[src/rtl/sdr_refsched_pkg.sv]
package sdr_refsched_pkg;

  typedef enum logic [1:0] {
    CMD_NOP  = 2'd0,
    CMD_PALL = 2'd1,
    CMD_AREF = 2'd2
  } sdr_cmd_e;

  typedef enum logic [1:0] {
    ST_IDLE  = 2'd0,
    ST_HOST  = 2'd1,
    ST_PRECH = 2'd2,
    ST_REFR  = 2'd3
  } seq_st_e;

  // Timer step: zero period parks the counter, expiry reloads it.
  function automatic int unsigned timer_next(int unsigned cur, int unsigned period);
    if (period == 0) return 0;
    if (cur <= 1) return period;
    return cur - 1;
  endfunction

  // An expiry always leaves a refresh owed; issuing one pays it off.
  function automatic logic pend_next(logic pend, logic tick, logic aref);
    return tick | (pend & ~aref);
  endfunction

  // A new miss outranks the read-to-clear.
  function automatic logic err_next(logic err, logic miss, logic rd);
    return miss | (err & ~rd);
  endfunction

endpackage

[src/rtl/sdr_refsched_timer.sv]
module sdr_refsched_timer #(
  parameter int PERIOD_W = 16
) (
  input  logic                clk,
  input  logic                rst_n,
  input  logic [PERIOD_W-1:0] period_i,
  output logic                tick_o
);
  logic [PERIOD_W-1:0] cnt_q;

  always_ff @(posedge clk) begin
    if (!rst_n) cnt_q <= '0;
    else cnt_q <= PERIOD_W'(sdr_refsched_pkg::timer_next(32'(cnt_q), 32'(period_i)));
  end

  assign tick_o = (period_i != '0) && (cnt_q == PERIOD_W'(1));
endmodule

[src/rtl/sdr_refsched_track.sv]
module sdr_refsched_track (
  input  logic clk,
  input  logic rst_n,
  input  logic tick_i,
  input  logic aref_i,
  input  logic rd_i,
  output logic pend_o,
  output logic miss_o,
  output logic err_o
);
  logic pend_q, err_q;

  assign miss_o = tick_i & pend_q & ~aref_i;

  always_ff @(posedge clk) begin
    if (!rst_n) begin
      pend_q <= 1'b0;
      err_q  <= 1'b0;
    end else begin
      pend_q <= sdr_refsched_pkg::pend_next(pend_q, tick_i, aref_i);
      err_q  <= sdr_refsched_pkg::err_next(err_q, miss_o, rd_i);
    end
  end

  assign pend_o = pend_q;
  assign err_o  = err_q;
endmodule

[src/rtl/sdr_refsched_seq.sv]
module sdr_refsched_seq
  import sdr_refsched_pkg::*;
#(
  parameter int T_RP = 3,
  parameter int T_RC = 8
) (
  input  logic     clk,
  input  logic     rst_n,
  input  logic     pend_i,
  input  logic     bank_open_i,
  input  logic     host_req_i,
  output sdr_cmd_e cmd_o,
  output logic     aref_o,
  output logic     host_gnt_o,
  output logic     host_wait_o,
  output logic     busy_o
);
  localparam int WW = $clog2(T_RP + T_RC) + 1;
  localparam logic [WW-1:0] RP_LOAD = WW'(T_RP - 1);
  localparam logic [WW-1:0] RC_LOAD = WW'(T_RC - 2);

  seq_st_e       st_q, st_d;
  logic [WW-1:0] w_q, w_d;

  always_comb begin
    st_d       = st_q;
    w_d        = w_q;
    cmd_o      = CMD_NOP;
    aref_o     = 1'b0;
    host_gnt_o = 1'b0;
    unique case (st_q)
      ST_IDLE: begin
        if (pend_i) begin
          if (bank_open_i) begin
            cmd_o = CMD_PALL;
            st_d  = ST_PRECH;
            w_d   = RP_LOAD;
          end else begin
            cmd_o  = CMD_AREF;
            aref_o = 1'b1;
            st_d   = ST_REFR;
            w_d    = RC_LOAD;
          end
        end else if (host_req_i) begin
          host_gnt_o = 1'b1;
          st_d       = ST_HOST;
        end
      end
      ST_HOST: begin
        if (host_req_i) host_gnt_o = 1'b1;
        else st_d = ST_IDLE;
      end
      ST_PRECH: begin
        if (w_q == '0) begin
          cmd_o  = CMD_AREF;
          aref_o = 1'b1;
          st_d   = ST_REFR;
          w_d    = RC_LOAD;
        end else begin
          w_d = w_q - 1'b1;
        end
      end
      ST_REFR: begin
        if (w_q == '0) st_d = ST_IDLE;
        else w_d = w_q - 1'b1;
      end
      default: st_d = ST_IDLE;
    endcase
  end

  always_ff @(posedge clk) begin
    if (!rst_n) begin
      st_q <= ST_IDLE;
      w_q  <= '0;
    end else begin
      st_q <= st_d;
      w_q  <= w_d;
    end
  end

  assign host_wait_o = host_req_i & ~host_gnt_o;
  assign busy_o      = (st_q == ST_PRECH) || (st_q == ST_REFR);
endmodule

[src/rtl/sdr_refresh_sched.sv]
module sdr_refresh_sched #(
  parameter int PERIOD_W = 16,
  parameter int T_RP     = 3,
  parameter int T_RC     = 8
) (
  input  logic                clk,
  input  logic                rst_n,
  input  logic [PERIOD_W-1:0] refresh_period_i,
  input  logic                bank_open_i,
  input  logic                host_req_i,
  output logic                host_gnt_o,
  output logic                host_wait_o,
  input  logic                status_rd_i,
  output logic                refresh_err_o,
  output logic [1:0]          cmd_o,
  output logic                refresh_busy_o
);
  import sdr_refsched_pkg::*;

  logic     tick_w;
  logic     pend_w;
  logic     miss_w;
  logic     aref_w;
  sdr_cmd_e cmd_w;

  sdr_refsched_timer #(.PERIOD_W(PERIOD_W)) u_timer (
    .clk      (clk),
    .rst_n    (rst_n),
    .period_i (refresh_period_i),
    .tick_o   (tick_w)
  );

  sdr_refsched_track u_track (
    .clk    (clk),
    .rst_n  (rst_n),
    .tick_i (tick_w),
    .aref_i (aref_w),
    .rd_i   (status_rd_i),
    .pend_o (pend_w),
    .miss_o (miss_w),
    .err_o  (refresh_err_o)
  );

  sdr_refsched_seq #(.T_RP(T_RP), .T_RC(T_RC)) u_seq (
    .clk         (clk),
    .rst_n       (rst_n),
    .pend_i      (pend_w),
    .bank_open_i (bank_open_i),
    .host_req_i  (host_req_i),
    .cmd_o       (cmd_w),
    .aref_o      (aref_w),
    .host_gnt_o  (host_gnt_o),
    .host_wait_o (host_wait_o),
    .busy_o      (refresh_busy_o)
  );

  assign cmd_o = cmd_w;
endmodule

[config.mk]
export PLATFORM = sky130hd
export DESIGN_NAME = sdr_refresh_sched
export DESIGN_NICKNAME = d
export VERILOG_FILES = /design/src/rtl/sdr_refsched_pkg.sv /design/src/rtl/sdr_refsched_timer.sv /design/src/rtl/sdr_refsched_track.sv /design/src/rtl/sdr_refsched_seq.sv /design/src/rtl/sdr_refresh_sched.sv
export SDC_FILE = /design/constraint.sdc
export NUM_CORES = 1
export LEC_CHECK = 0
export ABC_AREA = 1
export BUFFER_PORTS_ARGS = -buffer_cell sky130_fd_sc_hd__buf_2
export CAP_MARGIN = 10
export CORE_ASPECT_RATIO = 1.5
export CORE_MARGIN = 3
export CORE_UTILIZATION = 51
export DETAILED_ROUTE_END_ITERATION = 6
export MAX_ROUTING_LAYER = met4
export PLACE_DENSITY = 0.82
export SLEW_MARGIN = 20
export SYNTH_ARGS = -nofsm -noshare
export SYNTH_HDL_FRONTEND = slang
export SYNTH_SLANG_ARGS = --single-unit
[constraint.sdc]
create_clock -name clk -period 1.4 [get_ports clk]
set_input_delay 0.28 -clock clk [delete_from_list [all_inputs] [get_ports clk]]
set_output_delay 0.28 -clock clk [all_outputs]
set_load 0.01 [all_outputs]
After elaboration in Yosys (flattened, before gate mapping)
Index checks and enable logic that the tools add are counted.

word-level totals
  word-level logic and storage cells = 69
  bits of input ports = 21
  output and inout port bits = 6
  register bits = 25

cells by class
  add/subtract/negate cells = 2
  equality and inequality tests = 10
  reductions and logical operators = 10
  bitwise operators = 11
  $lt $le $gt $ge = 1
  multiplexer cells = 30

operator list
  kind                     count
  $mux W16                 2
  $eq A16 B1 Y1 const B    1
  $le A16 B1 Y1 const B    1
  $logic_not A16 Y1        1
  $mux W2                  8
  $reduce_bool A16 Y1      1
  $sub A16 B1 Y16 const B  1
  $mux W5                  3
  $pmux W5 S3              1
  $mux W1                  11
  $pmux W2 S4              1
  $ne A2 B2 Y1 const B     3
  $and A1 B1 Y1            5
  $logic_not A5 Y1         1
  $sub A5 B1 Y5 const B    1
  $eq A2 B2 Y1 const B     2
  $ne A2 B1 Y1 const B     2
  $not A1 Y1               4
  $pmux W1 S2              2
  $pmux W2 S2              1
  $reduce_and A4 Y1        1
  $mux W3                  1
  $ne A3 B3 Y1 const B     1
  $reduce_and A3 Y1        1
  7 further kinds          8

Depth between registers and ports, before layout
  word-level depth = 6
  mapped depth = 11
  depth with buffers taken out = 10

Modules after synthesis
Synthesis repeated with hierarchy kept, for this count alone.

unflattened totals
  cells, all modules = 269
  area total of the unflattened synthesis = 1799.2 um^2

modules (own cells, without submodules)
  module              instances  sequential area each (um^2)  area an instance (um^2)  cells an instance
  sdr_refsched_timer  1          320.3                        1212.4                   181
  sdr_refsched_seq    1          140.1                        500.5                    77
  sdr_refsched_track  1          40.0                         86.3                     11

Least setup slack after synthesis
No wires, ideal clock.

  kind = register to register
  start point = register u_timer.cnt_q[0]
  end point = register u_timer.cnt_q[2]
  arrival time = 1201 ps
  required time = 1287 ps
  setup time = 113 ps
  stages on the path, launching flop included = 12
  path buffers = 1
  clock period less this slack = 1313 ps
  path slack = 87 ps
  path through = dfxtp_1 -> inv_1 -> ha_1 -> nand2_2 -> inv_2 -> nand2_4 -> nand2_4 -> nand2_4 -> buf_6 -> nand2_2 -> nand2_1 -> nor2_1

on the way
  word-level cells in the longest chain between the ends = 5
  elaborated cells between the ends (all ways) = 7
  those cells by class = 1 x add/sub; 1 x order compare; 5 x mux

RTL lines
  what                    line                      source
  from (decl)             sdr_refsched_timer.sv:9   logic [PERIOD_W-1:0] cnt_q;
  from (signal assigned)  sdr_refsched_timer.sv:13  else cnt_q <= PERIOD_W'(sdr_refsched_pkg::timer_next(32'(cnt_q), 32'(period_i)));
  $le A16 B1 Y1           sdr_refsched_pkg.sv:19    if (cur <= 1) return period;
  $mux W1 (2 in a row)    sdr_refsched_pkg.sv:19
  $mux W1                 sdr_refsched_timer.sv:12  if (!rst_n) cnt_q <= '0;
  $mux W16 *              sdr_refsched_pkg.sv:20    return cur - 1;

Every way passes the cells marked *; elsewhere a longest branch is shown, timed or not. The select of a mux whose other input is x is not followed.
A chain may end at the register's enable or synchronous reset.

Worst setup path after layout
  start point = register u_seq.w_q[0]
  end point = output port cmd_o[1]

on the way
  word-level cells in the longest chain between the ends = 3

RTL lines
  what                    line                     source
  from (decl)             sdr_refsched_seq.sv:23   logic [WW-1:0] w_q, w_d;
  from (signal assigned)  sdr_refsched_seq.sv:77   w_q <= w_d;
  $logic_not A5 Y1        sdr_refsched_seq.sv:54   if (w_q == '0) begin
  $mux W2                 sdr_refsched_seq.sv:54
  $pmux W2 S2             sdr_refsched_seq.sv:31   unique case (st_q)
  to (decl)               sdr_refresh_sched.sv:15  output logic [1:0] cmd_o,

No other way between the ends.

==> impl_metrics.tcl <==
set metrics [dict create \
    clock_sinks 25 \
    synth_top_family_by_area "simple AND/OR/NAND/NOR gates" \
    syn_area_sq_um 1700 \
    clockBufferDepth 2 \
    fin_ws_ns -0.146 \
    synth_async_sr_flop_share 0 \
    worst_pin_slew_ns 0.411 \
    die_area_sq_um 4070 \
    grt_pass1_wl_mm 6.65 \
    drt_iter0_markers 79 \
    port_buffers 26 \
    hold_path_startpoint "refresh_period_i[1]" \
    cp-end-kind "output port" \
    grtUsageMet1 0.211 \
    crit_slowest_cell "dfxtp_2" \
    cpLargestDelayFamily "simple AND/OR/NAND/NOR gates" \
    yosysMostFrequentCell "nor2_1" \
    final_nets 349 \
    synth_mux_area_frac 0 \
    synth_edf_count 0 \
    synthToLayoutAreaGrowth_pct 41.8 \
    clockRootBuffer "clkbuf_8" \
    ir_drop_mv 1.53 \
    row_count 25 \
    ys_warn_count 0 \
    min_period_over_period 1.10 \
    core_area_sq_um 3160 \
    io_pins 27 \
    grt_use_met3 0.0233 \
    ys_seq_area_frac 0.295 \
    n_fill_cell 243 \
    ys_seq_elements 25 \
    cts_tree "done" \
    status "finished, violations left" \
    post-dp-hpwl_mm 2.97 \
    fin_crit_ns 1.55 \
    die_h_um 76.7 \
    arrival_ns 1.27 \
    layoutNonFillerInstCount 364 \
    p_per_area_nw_per_um2 2630 \
    grt_pass1_vias 1694 \
    violations "negative setup slack" \
    worstSetupStartpointType "flip-flop" \
    cp_max_fo 2 \
    routed_wl_mm 4.72 \
    synth_cell_type_count 27 \
    avgSynthCellArea_sq_um 6.20 \
    rsz0062_at_grt "true" \
    reg2reg_from "u_seq.w_q[0]$_SDFFE_PN0P_" \
    grt_max_degree 17 \
    holdBufCountCts 0 \
    die_w_um 53.1 \
    antenna_found_initial 0 \
    synth_top_cell_by_area "dfxtp_1" \
    synth_cells 274 \
    dpl_worst_slack_ns -0.0607 \
    finalMaxSlewViolations 0 \
    setup_violations 19 \
    fmax_ghz 0.647 \
    ys.flop_type "dfxtp_1" \
    start_util 0.538 \
    wl_per_cell_um 13.0 \
    syn_nets 298 \
    vias 1878 \
    synth_fa_ha_area_frac 0.0221 \
    timing.slew.headroom 0.726 \
    grt_busiest_layer "met2" \
    grtUsageTotal 0.214 \
    cts_htree_levels 1 \
    critPathKind "reg -> out" \
    cp_cell_sequence "inv_2 -> ha_4 -> nand2_4 -> nor2_4 -> nand3_2 -> nand2_2 -> buf_6" \
    skew_ns 0.000765 \
    crit_path_start "u_seq.w_q[0]$_SDFFE_PN0P_" \
    register_area_sq_um 517 \
    use_met2 0.407 \
    synth_area_leaders "dfxtp_1 29%, nor2_1 15%, nand2_1 12%" \
    ys_top_cells_by_count "68 x nor2_1, 54 x nand2_1, 39 x inv_1" \
    ant_nets 0 \
    gp_routability_congestion 0.852 \
    synthXorXnorAreaFrac 0.0464 \
    drc 0 \
    worstHoldPathType "in -> reg" \
    viasPerCell 5.16 \
    clk_pin_slew_worst_paths_ns 0.08 \
    cap_violations 0 \
    cpPeakStageDelay_ns 0.33 \
    dp.cells 349 \
    firstDrtPassIters 4 \
    diodes 0 \
    synth_top_area_share 0.295 \
    worstPathRequired_ns 1.12 \
    drive_above_1_share 0.392 \
    clk_latency_ns 0.27 \
    grt_overflow 0 \
    cellLeakagePower_uw 0.00118 \
    finalHoldViolations 0 \
    synth-simple-area-share 0.423 \
    cts_buffers 3 \
    final_util 0.763 \
    multi_input_area_sq_um 1300 \
    path_buf_inv 2 \
    synth_compound_area_frac 0.103 \
    hold_slack_ns 0.253 \
]
-- final cells by class --
cell class                 instances  share of cell area
tap                               40              0.0208
sequential                        25               0.214
timing repair buffer              47               0.136
inverter                          43              0.0722
clock buffer                       4              0.0187
multi-input combinational        205               0.538
-- logic make-up (layout without fill, tap and decap cells) --
| logic type | Yosys count | after routing |
|---|---|---|
| adders and majority gates | 3 | 3 |
| and+or+nand+nor | 160 | 161 |
| DFF | 25 | 25 |
| buffers and inverters | 46 | 94 |
| xor gates and xnor gates | 9 | 9 |
| AOI/OAI and AO/OA | 31 | 32 |
-- worst register-to-register path: cells and delay by family, from the launching register on --
family | cells | cell delay, ns
flops | 1 | 0.33
simple gates | 5 | 0.37
buf+inv | 4 | 0.35
fa+ha+maj | 1 | 0.15
compound gates | 1 | 0.17
-- metal layers --
| metal | part of all wire | vias up | wire [um] |
|---|---|---|---|
| li1 | - | 948 | - |
| met1 | 0.37 | 850 | 1740 |
| met2 | 0.55 | 63 | 2600 |
| met3 | 0.041 | 17 | 195 |
| met4 | 0.040 | 0 | 187 |
| met5 | 0 | - | 0 |
-- registers in the layout, indices dropped and copies added (netlist names) --
register        flops
u_seq.st_q          2
u_seq.w_q           5
u_timer.cnt_q      16
u_track.err_o       1
u_track.pend_o      1
-- placed cells by master (no fill, tap or decap), drive strengths merged --
cell type	netlist	routed
nand2	62	63
nand4	3	3
a211oi	1	1
ha	3	3
nand3	14	14
o21ai	26	27
a21oi	3	3
buf	2	47
and2	2	2
nor2	77	77
inv	43	43
dfxtp	25	25
o21a	1	1
clkbuf	1	4
nand3b	2	2
xor2	7	7
xnor2	2	2
-- per-stage QoR --
| stage | setup TNS (ns) | total power [uW] | area, sq um |
|---|---|---|---|
| after floorplan | 0 | 3640 | 1700 |
| after global routing | -2.79 | 6830 | 2410 |
| final | -0.751 | 6350 | 2410 |
| after CTS | -0.261 | 5220 | 2120 |
| after global placement | -0.0661 | 4310 | 1960 |
| after detailed placement | -0.591 | 4370 | 1960 |
-- path summary, 6_finish.rpt --
path / end / depth (start not counted) / slack (ns)
setup / recovery: cmd_o[1] / 7 / -0.15
hold / removal: u_timer.cnt_q[1]$_SDFF_PP0_ / 3 / 0.25
setup reg to reg: u_track.pend_o$_SDFF_PN0_ / 11 / -0.08
hold reg to reg: u_track.err_o$_SDFF_PN0_ / 2 / 0.47
-- power breakdown --
part | internal [uW] | leakage (uW) | switching, uW
Clock | 204 | 0.0000228 | 229
Sequential | 1030 | 0.000209 | 340
Combinational | 1860 | 0.000946 | 2690
-- timing repair --
action | 4_1_cts | 5_1_grt
resized for setup | 25 | 67
endpoints found under the setup margin | 25 | 29
pin swaps | 9 | 19
setup buffers | 6 | 4
cloned | 0 | 2
Note: power is estimated with default switching activity, not from simulation.
